[config.mk]
export PLATFORM = sky130hd
export DESIGN_NAME = io_window_adapter
export DESIGN_NICKNAME = d
export VERILOG_FILES = /design/src/rtl/win_pkg.sv /design/src/rtl/win_decode.sv /design/src/rtl/win_lanes.sv /design/src/rtl/win_seq.sv /design/src/rtl/io_window_adapter.sv
export SDC_FILE = /design/constraint.sdc
export NUM_CORES = 1
export LEC_CHECK = 0
export BUFFER_PORTS_ARGS = -buffer_cell sky130_fd_sc_hd__buf_2
export CAP_MARGIN = 20
export CORE_MARGIN = 5
export CORE_UTILIZATION = 50
export CTS_BUF_LIST = sky130_fd_sc_hd__clkbuf_8
export DETAILED_ROUTE_END_ITERATION = 10
export PLACE_DENSITY_LB_ADDON = 0.1
export SYNTH_ARGS = -nofsm -noshare
export SYNTH_HDL_FRONTEND = slang
export SYNTH_SLANG_ARGS = --single-unit
[constraint.sdc]
create_clock -name clk_i -period 2.6 [get_ports clk_i]
set_clock_uncertainty 0.15 [all_clocks]
set_input_delay 0.26 -clock clk_i [delete_from_list [all_inputs] [get_ports clk_i]]
set_output_delay 0.26 -clock clk_i [all_outputs]
set_load 0.02 [all_outputs]
[src/rtl/win_pkg.sv]
package win_pkg;

  typedef enum logic [1:0] {
    RG_NONE = 2'd0,
    RG_CORE = 2'd1,
    RG_DMA  = 2'd2,
    RG_BAC  = 2'd3
  } region_e;

  typedef enum logic [1:0] {
    ST_IDLE  = 2'd0,
    ST_FETCH = 2'd1,
    ST_STORE = 2'd2,
    ST_DONE  = 2'd3
  } seq_state_e;

  localparam logic [1:0] SZ_BYTE = 2'd0;
  localparam logic [1:0] SZ_HALF = 2'd1;

endpackage

[src/rtl/win_decode.sv]
module win_decode
  import win_pkg::*;
#(
  parameter int unsigned AW         = 7,
  parameter int unsigned CORE_WORDS = 16,
  parameter int unsigned DMA_WORDS  = 8,
  parameter int unsigned BAC_OFF    = 'h70,
  parameter int unsigned CIW        = $clog2(CORE_WORDS),
  parameter int unsigned DIW        = $clog2(DMA_WORDS)
) (
  input  logic [AW-1:0]  waddr_i,
  output region_e        region_o,
  output logic [CIW-1:0] core_idx_o,
  output logic [DIW-1:0] dma_idx_o
);
  localparam int unsigned CORE_END = CORE_WORDS * 4;
  localparam int unsigned DMA_END  = CORE_END + DMA_WORDS * 4;

  logic [AW-1:0] dma_off;

  assign dma_off    = waddr_i - AW'(CORE_END);
  assign core_idx_o = CIW'(waddr_i >> 2);
  assign dma_idx_o  = DIW'(dma_off >> 2);

  always_comb begin
    if (int'(waddr_i) < CORE_END)      region_o = RG_CORE;
    else if (int'(waddr_i) < DMA_END)  region_o = RG_DMA;
    else if (int'(waddr_i) == BAC_OFF) region_o = RG_BAC;
    else                               region_o = RG_NONE;
  end

endmodule

[src/rtl/win_lanes.sv]
module win_lanes
  import win_pkg::*;
#(
  parameter int unsigned DW = 32,
  parameter int unsigned NB = DW / 8,
  parameter int unsigned OW = $clog2(NB)
) (
  input  logic [OW-1:0] off_i,
  input  logic [1:0]    size_i,
  input  logic [DW-1:0] wdata_i,
  input  logic [DW-1:0] cur_i,
  input  logic [DW-1:0] rword_i,
  output logic [DW-1:0] merged_o,
  output logic [DW-1:0] rdata_o
);
  logic [NB-1:0] lo_mask;
  logic [NB-1:0] be;
  logic [DW-1:0] wsh;
  logic [DW-1:0] rsh;

  always_comb begin
    case (size_i)
      SZ_BYTE: lo_mask = NB'(1);
      SZ_HALF: lo_mask = NB'(3);
      default: lo_mask = '1;
    endcase
  end

  // lanes shifted past the top byte fall off the word
  assign be  = lo_mask << off_i;
  assign wsh = wdata_i << {off_i, 3'b000};
  assign rsh = rword_i >> {off_i, 3'b000};

  for (genvar k = 0; k < NB; k++) begin : g_lane
    assign merged_o[8*k +: 8] = be[k] ? wsh[8*k +: 8] : cur_i[8*k +: 8];
    assign rdata_o[8*k +: 8]  = lo_mask[k] ? rsh[8*k +: 8] : 8'h00;
  end

endmodule

[src/rtl/win_seq.sv]
module win_seq
  import win_pkg::*;
(
  input  logic clk_i,
  input  logic rst_ni,
  input  logic req_valid_i,
  input  logic direct_store_i,
  input  logic is_write_i,
  output logic ready_o,
  output logic accept_o,
  output logic fetch_o,
  output logic store_o,
  output logic done_o
);
  seq_state_e state_q, state_d;

  assign ready_o  = (state_q == ST_IDLE);
  assign accept_o = ready_o & req_valid_i;
  assign fetch_o  = (state_q == ST_FETCH);
  assign store_o  = (state_q == ST_STORE);
  assign done_o   = (state_q == ST_DONE);

  always_comb begin
    state_d = state_q;
    unique case (state_q)
      ST_IDLE:  if (req_valid_i) state_d = direct_store_i ? ST_STORE : ST_FETCH;
      ST_FETCH: state_d = is_write_i ? ST_STORE : ST_DONE;
      ST_STORE: state_d = ST_DONE;
      ST_DONE:  state_d = ST_IDLE;
      default:  state_d = ST_IDLE;
    endcase
  end

  always_ff @(posedge clk_i or negedge rst_ni) begin
    if (!rst_ni) state_q <= ST_IDLE;
    else         state_q <= state_d;
  end

endmodule

[src/rtl/io_window_adapter.sv]
module io_window_adapter
  import win_pkg::*;
#(
  parameter int unsigned AW         = 7,
  parameter int unsigned DW         = 32,
  parameter int unsigned CORE_WORDS = 16,
  parameter int unsigned DMA_WORDS  = 8,
  parameter int unsigned BAC_OFF    = 'h70,
  parameter int unsigned CIW        = $clog2(CORE_WORDS),
  parameter int unsigned DIW        = $clog2(DMA_WORDS)
) (
  input  logic           clk_i,
  input  logic           rst_ni,
  input  logic           req_valid_i,
  output logic           req_ready_o,
  input  logic           req_write_i,
  input  logic [AW-1:0]  req_addr_i,
  input  logic [1:0]     req_size_i,
  input  logic [DW-1:0]  req_wdata_i,
  output logic           rsp_valid_o,
  output logic [DW-1:0]  rsp_rdata_o,
  output logic           core_rd_o,
  output logic           core_wr_o,
  output logic [CIW-1:0] core_idx_o,
  output logic [DW-1:0]  core_wdata_o,
  input  logic [DW-1:0]  core_rdata_i,
  output logic           dma_rd_o,
  output logic           dma_wr_o,
  output logic [DIW-1:0] dma_idx_o,
  output logic [DW-1:0]  dma_wdata_o,
  input  logic [DW-1:0]  dma_rdata_i,
  output logic           bac_rd_o,
  output logic           bac_wr_o,
  output logic [DW-1:0]  bac_wdata_o,
  input  logic [DW-1:0]  bac_rdata_i
);
  localparam int unsigned NB = DW / 8;
  localparam int unsigned OW = $clog2(NB);

  logic          accept, fetch, store, done, direct_store;
  logic          q_wr;
  logic [AW-1:0] q_addr;
  logic [1:0]    q_size;
  logic [DW-1:0] q_wdata;
  logic [AW-1:0] waddr;
  logic [OW-1:0] off;
  region_e       region;
  logic [DW-1:0] cur_word, cur_q, merged, rd_ext, rsp_q;

  assign direct_store = req_write_i && (req_size_i >= 2'd2) &&
                        (req_addr_i[OW-1:0] == '0);

  win_seq u_seq (
    .clk_i          (clk_i),
    .rst_ni         (rst_ni),
    .req_valid_i    (req_valid_i),
    .direct_store_i (direct_store),
    .is_write_i     (q_wr),
    .ready_o        (req_ready_o),
    .accept_o       (accept),
    .fetch_o        (fetch),
    .store_o        (store),
    .done_o         (done)
  );

  always_ff @(posedge clk_i or negedge rst_ni) begin
    if (!rst_ni) begin
      q_wr    <= 1'b0;
      q_addr  <= '0;
      q_size  <= '0;
      q_wdata <= '0;
    end else if (accept) begin
      q_wr    <= req_write_i;
      q_addr  <= req_addr_i;
      q_size  <= req_size_i;
      q_wdata <= req_wdata_i;
    end
  end

  assign off   = q_addr[OW-1:0];
  assign waddr = {q_addr[AW-1:OW], {OW{1'b0}}};

  win_decode #(
    .AW(AW), .CORE_WORDS(CORE_WORDS), .DMA_WORDS(DMA_WORDS),
    .BAC_OFF(BAC_OFF), .CIW(CIW), .DIW(DIW)
  ) u_dec (
    .waddr_i    (waddr),
    .region_o   (region),
    .core_idx_o (core_idx_o),
    .dma_idx_o  (dma_idx_o)
  );

  always_comb begin
    unique case (region)
      RG_CORE: cur_word = core_rdata_i;
      RG_DMA:  cur_word = dma_rdata_i;
      RG_BAC:  cur_word = bac_rdata_i;
      default: cur_word = '0;
    endcase
  end

  win_lanes #(.DW(DW), .NB(NB), .OW(OW)) u_lanes (
    .off_i    (off),
    .size_i   (q_size),
    .wdata_i  (q_wdata),
    .cur_i    (cur_q),
    .rword_i  (cur_word),
    .merged_o (merged),
    .rdata_o  (rd_ext)
  );

  always_ff @(posedge clk_i or negedge rst_ni) begin
    if (!rst_ni) begin
      cur_q <= '0;
      rsp_q <= '0;
    end else begin
      if (fetch) cur_q <= cur_word;
      if (accept)                rsp_q <= '0;
      else if (fetch && !q_wr)   rsp_q <= rd_ext;
    end
  end

  assign core_rd_o = fetch & (region == RG_CORE);
  assign dma_rd_o  = fetch & (region == RG_DMA);
  assign bac_rd_o  = fetch & (region == RG_BAC);
  assign core_wr_o = store & (region == RG_CORE);
  assign dma_wr_o  = store & (region == RG_DMA);
  assign bac_wr_o  = store & (region == RG_BAC);

  assign core_wdata_o = merged;
  assign dma_wdata_o  = merged;
  assign bac_wdata_o  = merged;

  assign rsp_valid_o = done;
  assign rsp_rdata_o = rsp_q;

endmodule

### Word level (Yosys, flattened, before mapping)

Index checks and enable logic that the tools add are counted.

| cells by class | value |
|---|---|
| bitwise gates (word level) | 7 |
| multiplexer cells | 19 |
| reduce and logical (&&, ||, !) cells | 8 |
| magnitude comparators | 3 |
| equality and inequality tests | 9 |
| add/subtract/negate cells | 1 |
| shift-type cells | 3 |

Operators by type and width:

| operator | count |
|---|---|
| $pmux 32 s3 | 1 |
| $mux 32 | 2 |
| $mux 8 | 8 |
| $shl 32x5->32 | 1 |
| $shr 32x5->32 | 1 |
| $lt 7x7->1 const B | 2 |
| $mux 2 | 5 |
| $eq 2x2->1 const B | 4 |
| $pmux 2 s4 | 1 |
| $pmux 4 s2 | 1 |
| $and 1x1->1 | 7 |
| $eq 2x1->1 const B | 3 |
| $logic_not 2->1 | 3 |
| $eq 5x5->1 const B | 1 |
| $sub 5x1->5 const B | 1 |
| $shl 4x2->4 | 1 |
| $logic_and 1x1->1 | 3 |
| $ge 2x2->1 const B | 1 |
| $ne 2x2->1 const B | 1 |
| $reduce_bool 2->1 | 1 |
| $logic_not 1->1 | 1 |
| $mux 1 | 1 |

| word-level totals | value |
|---|---|
| output and inout bits | 143 |
| logic and storage cells | 57 |
| input port bits | 141 |
| register bits after elaboration | 108 |

### Depth between registers and ports, before layout

| depth | value |
|---|---|
| depth after elaboration | 10 |
| mapped depth | 9 |
| mapped depth without buffers | 7 |

### Cells and area by module

From an unflattened synthesis, not the netlist that was laid out.

| second synthesis, totals | value |
|---|---|
| cell total of the unflattened synthesis | 725 |
| area total of the unflattened synthesis | 7,896.3 um2 |

Modules (own cells, without submodules):

| module | instances | cells an instance | seq. area each (um2) | area an instance (um2) |
|---|---|---|---|---|
| io_window_adapter | 1 | 534 | 2,652.5 | 6,173.4 |
| win_lanes | 1 | 163 | 0.0 | 1,458.9 |
| win_seq | 1 | 16 | 50.0 | 165.2 |
| win_decode | 1 | 12 | 0.0 | 98.8 |

### Least setup slack after synthesis

Ideal clock, no wire load.

| timing path | value |
|---|---|
| path type | register to output |
| start | register q_addr[0] |
| end | output core_wdata_o[21] |
| arrival | 1.891 ns |
| slack | 0.299 ns |
| buffers on the path | 3 |
| required time | 2.190 ns |
| cell stages (with the launch flop) | 8 |
| cell sequence | dfrtp_1 -> buf_2 -> a21oi_1 -> o21ai_1 -> buf_2 -> nor2_1 -> a21oi_1 -> buf_4 |

| between the ends | value |
|---|---|
| word-level cells in the longest chain between the ends | 2 |
| elaborated cells on any way between the ends | 3 |
| classes of those cells | 2 x shift; 1 x mux |

Ends and longest elaborated chain:

| item | line | source |
|---|---|---|
| start: declaration | io_window_adapter.sv:42 | `logic [AW-1:0] q_addr;` |
| start signal: assignment | io_window_adapter.sv:74 | `q_addr <= req_addr_i;` |
| $shl 32x5->32 or $shl 4x2->4 (tied branches) | win_lanes.sv:31, win_lanes.sv:30 |  |
| $mux 8 (*) | win_lanes.sv:35 | `assign merged_o[8*k +: 8] = be[k] ? wsh[8*k +: 8] : cur_i[8*k +: 8];` |
| end: declaration | io_window_adapter.sv:25 | `output logic [DW-1:0] core_wdata_o,` |

Every way passes the cells marked *; elsewhere a longest branch is shown, timed or not.

### Worst setup path in the final report

| timing path | value |
|---|---|
| start | register q_addr[1] |
| end | output dma_wdata_o[14] |

| between the ends | value |
|---|---|
| word-level cells in the longest chain between the ends | 2 |
| elaborated cells on any way between the ends | 3 |
| classes of those cells | 2 x shift; 1 x mux |

Ends and longest elaborated chain:

| item | line | source |
|---|---|---|
| $shl 32x5->32 or $shl 4x2->4 (tied branches) | win_lanes.sv:31, win_lanes.sv:30 |  |
| $mux 8 (*) | win_lanes.sv:35 |  |
| end: declaration | io_window_adapter.sv:30 | `output logic [DW-1:0] dma_wdata_o,` |

Marked as above.

==> results by group <==
STA
  • Final slew viol count: 0
  • Worst hold slack: 108 ps
  • Fmax: 0.400 GHz
  • Final setup fails: 0
  • Worst Tran Pin Value: 619 ps
  • Slew HR: 58.6%
  • Final Hold Viols: 0
  • Period utilization: 96.2%
  • RSZ-0062 raised after global routing: no
  • Min Tclk post-route: 2500 ps
  • Fin Setup TNS: 0 ps

Clock network
  • CTS Root Cell: clkbuf_8
  • CTS HTree Levels: 3
  • Skew-Pair Late Insertion Delay: 380 ps
  • CTS buffer count: 9
  • Max Root-Sink Buffers: 2
  • Reg clk slew, reported paths: 100 ps
  • Postcts setup bufs: 0
  • Sink Count: 108
  • CTS tree: yes

Die
  • Die area: 15300 um2
  • Die X: 124 um
  • Die height: 124 um
  • I/O Pins: 284
  • Cell Rows: 41
  • Initial core utilization: 51.1%
  • Area of the core: 12700 um2

Final layout
  • Register area: 2710 um2
  • Final Net Count: 1018
  • Commonest non-fill, non-tap cell in the layout: buf_2
  • Fillers: 1073
  • Multi-input logic area: 3050 um2
  • Layout cell share with drive strength beyond 1: 46.8%
  • Most frequent cells in the layout: buf_2, dfrtp_1, mux2_2, a21oi_1, dlygate4sd3_1
  • Area grow syn2layout: 27.1%

Worst setup path
  • WP data arrival: 2090 ps
  • Critical path endpoint category: output pin
  • Crit Path Class: register to output pin
  • Worst endpoint required time: 2190 ps
  • Crit path launch type: register
  • CP max FO: 17

Yosys
  • Async SR Flop Fraction: 100%
  • Netlist cell types: 43
  • Simple-gate share of the synthesized area: 12.4%
  • Cell Area, Synth: 6470 um2
  • Syn Nets: 773
  • Largest family of logic cells by synthesized area: multiplexers
  • Sequential fraction of the synthesis area: 41.7%
  • Synthesized flop and latch total: 108
  • Fraction of the mapped netlist area in adder cells: 0.773%
  • Compound-cell area share of the yosys netlist: 15.7%
  • XOR/XNOR Fraction of Synth Area: 0%
  • Syn Area/Cell: 10.3 um2
  • Number of synthesized flops with an enable pin: 0
  • Synth Warn #: 0
  • Post-synthesis mux area share: 17.8%
  • Dominant synthesized flop cell: dfrtp_1
  • Synth Instances: 628

Routing
  • Total wire length: 22000 um
  • Vias/cell: 5.51
  • First-pass DRT Iterations: 5
  • Drc violations: 0
  • Post-route ant nets: 0
  • Starting DRT DRC Count: 482
  • WL per Instance: 20.9 um
  • Vias: 5791

Power and ir drop
  • Leakage: 4.06 nW
  • P per Cell Area: 1640 nW/um2
  • Worst VDD drop: 1370 uV

Placed design
  • Gpl congestion: 0.869
  • Number of buffers added on ports: 283
  • Detailed Place HPWL: 16500 um

GRT
  • Grt ovf: 0
  • Initial antenna violation count: 1
  • GRT Overall Usage: 27.6%
  • First-pass GRT wire length: 31800 um
  • Largest net degree at the start of global routing: 49
  • Vias in the first global route: 5570

Run
  • Max Cap Violations: 0

Min path
  • Worst min-delay path category: primary input to register

Run status
  • Status: complete, no violations
## registers in the layout, summed over array words and instances, names as in the netlist
| name | count |
|---|---|
| q_wr | 1 |
| q_size | 2 |
| q_addr | 7 |
| u_seq.state_q | 2 |
| rsp_rdata_o | 32 |
| q_wdata | 32 |
| cur_q | 32 |
## report_power, final
| part | switching [W] | total, W | internal, W |
|---|---|---|---|
| combinational | 0.00590 | 0.00922 | 0.00332 |
| sequential | 0.000653 | 0.00311 | 0.00246 |
| clock | 0.000607 | 0.00116 | 0.000548 |
| total | 0.00716 | 0.0135 | 0.00632 |
## cell usage after synthesis, types with 8 or more instances
library cell,number,share of area [%]
and2_1,11,1.1
dfrtp_1,108,42
nand2_1,28,1.6
nor2_1,39,2.3
nor2b_1,37,3.6
a211oi_1,9,1.0
clkbuf_1,16,0.93
a22oi_1,22,2.6
nand2b_1,10,0.97
a22o_1,8,1.1
buf_4,72,8.3
o21ai_0,17,1.3
mux2_2,81,14
a21oi_1,50,3.9
mux2i_1,24,3.7
a221o_1,23,3.6
buf_2,17,1.3
## critical path, cell delays in order (launching register included)
cell and delay, ps:
dfrtp_2 520, buf_4 240, nor2_1 110, buf_4 220, nor2_1 70, a21oi_1 300, buf_2 240
## path summary, 6_finish.rpt
check / startpoint / end / slack [ps] / cells past startpoint
max: q_addr[1]$_DFFE_PN0P_ / dma_wdata_o[14] / 100 / 6
min: req_valid_i / u_seq.state_q[1]$_DFFE_PN0P_ / 110 / 4
max reg2reg: u_seq.state_q[1]$_DFFE_PN0P_ / rsp_rdata_o[9]$_DFFE_PN0P_ / 450 / 7
min reg2reg: rsp_rdata_o[19]$_DFFE_PN0P_ / rsp_rdata_o[19]$_DFFE_PN0P_ / 340 / 2
max in group asynchronous: rst_ni / cur_q[3]$_DFFE_PN0N_ / 1450 / 3
min in group asynchronous: rst_ni / rsp_rdata_o[25]$_DFFE_PN0P_ / 220 / 2
## final cells by class
class / instances / share of cell area [%]
Antenna cell: 1 / 0.0304
Clock buffer: 9 / 1.51
Clock inverter: 7 / 1.19
Inverter: 2 / 0.0912
Multi-Input combinational cell: 407 / 37.0
Sequential cell: 108 / 32.9
Tap cell: 172 / 2.62
Timing Repair Buffer: 345 / 24.7
## metal layers
metal	GRT usage (%)	share of wire, %	vias up
met2	44.8	48	268
met3	5.31	7.8	21
met5	0	0	-
met1	38.0	43	2829
li1	-	-	2673
met4	7.40	1.5	0
## through the flow
step | total power [W] | cell area (um2) | util, % | std cells | setup WS [ps]
global route | 0.0142 | 8230 | 64.9 | 1051 | 3.94
CTS | 0.0134 | 8210 | 64.8 | 1050 | 38.9
finish | 0.0135 | 8230 | 64.9 | 1051 | 99.8
detailed placement | 0.0122 | 7540 | 59.5 | 991 | 240
global placement | 0.0120 | 7540 | 59.5 | 991 | 311
floorplan | 0.0105 | 6470 | - | 628 | 299
## kinds of logic after synthesis
group / after synthesis
DFF: 108
and+or+nand+nor: 152
AOI/OAI and AO/OA: 146
muxes: 105
adders and majority gates: 4
buffers and inverters: 113
## repair_timing
item,4_1_cts,5_1_grt
gates resized for setup,3,5
setup endpoints to repair,38,63
hold endpoints to repair,78,0
hold buffers,43,0
No activity file was read; power rests on OpenSTA's default activity.
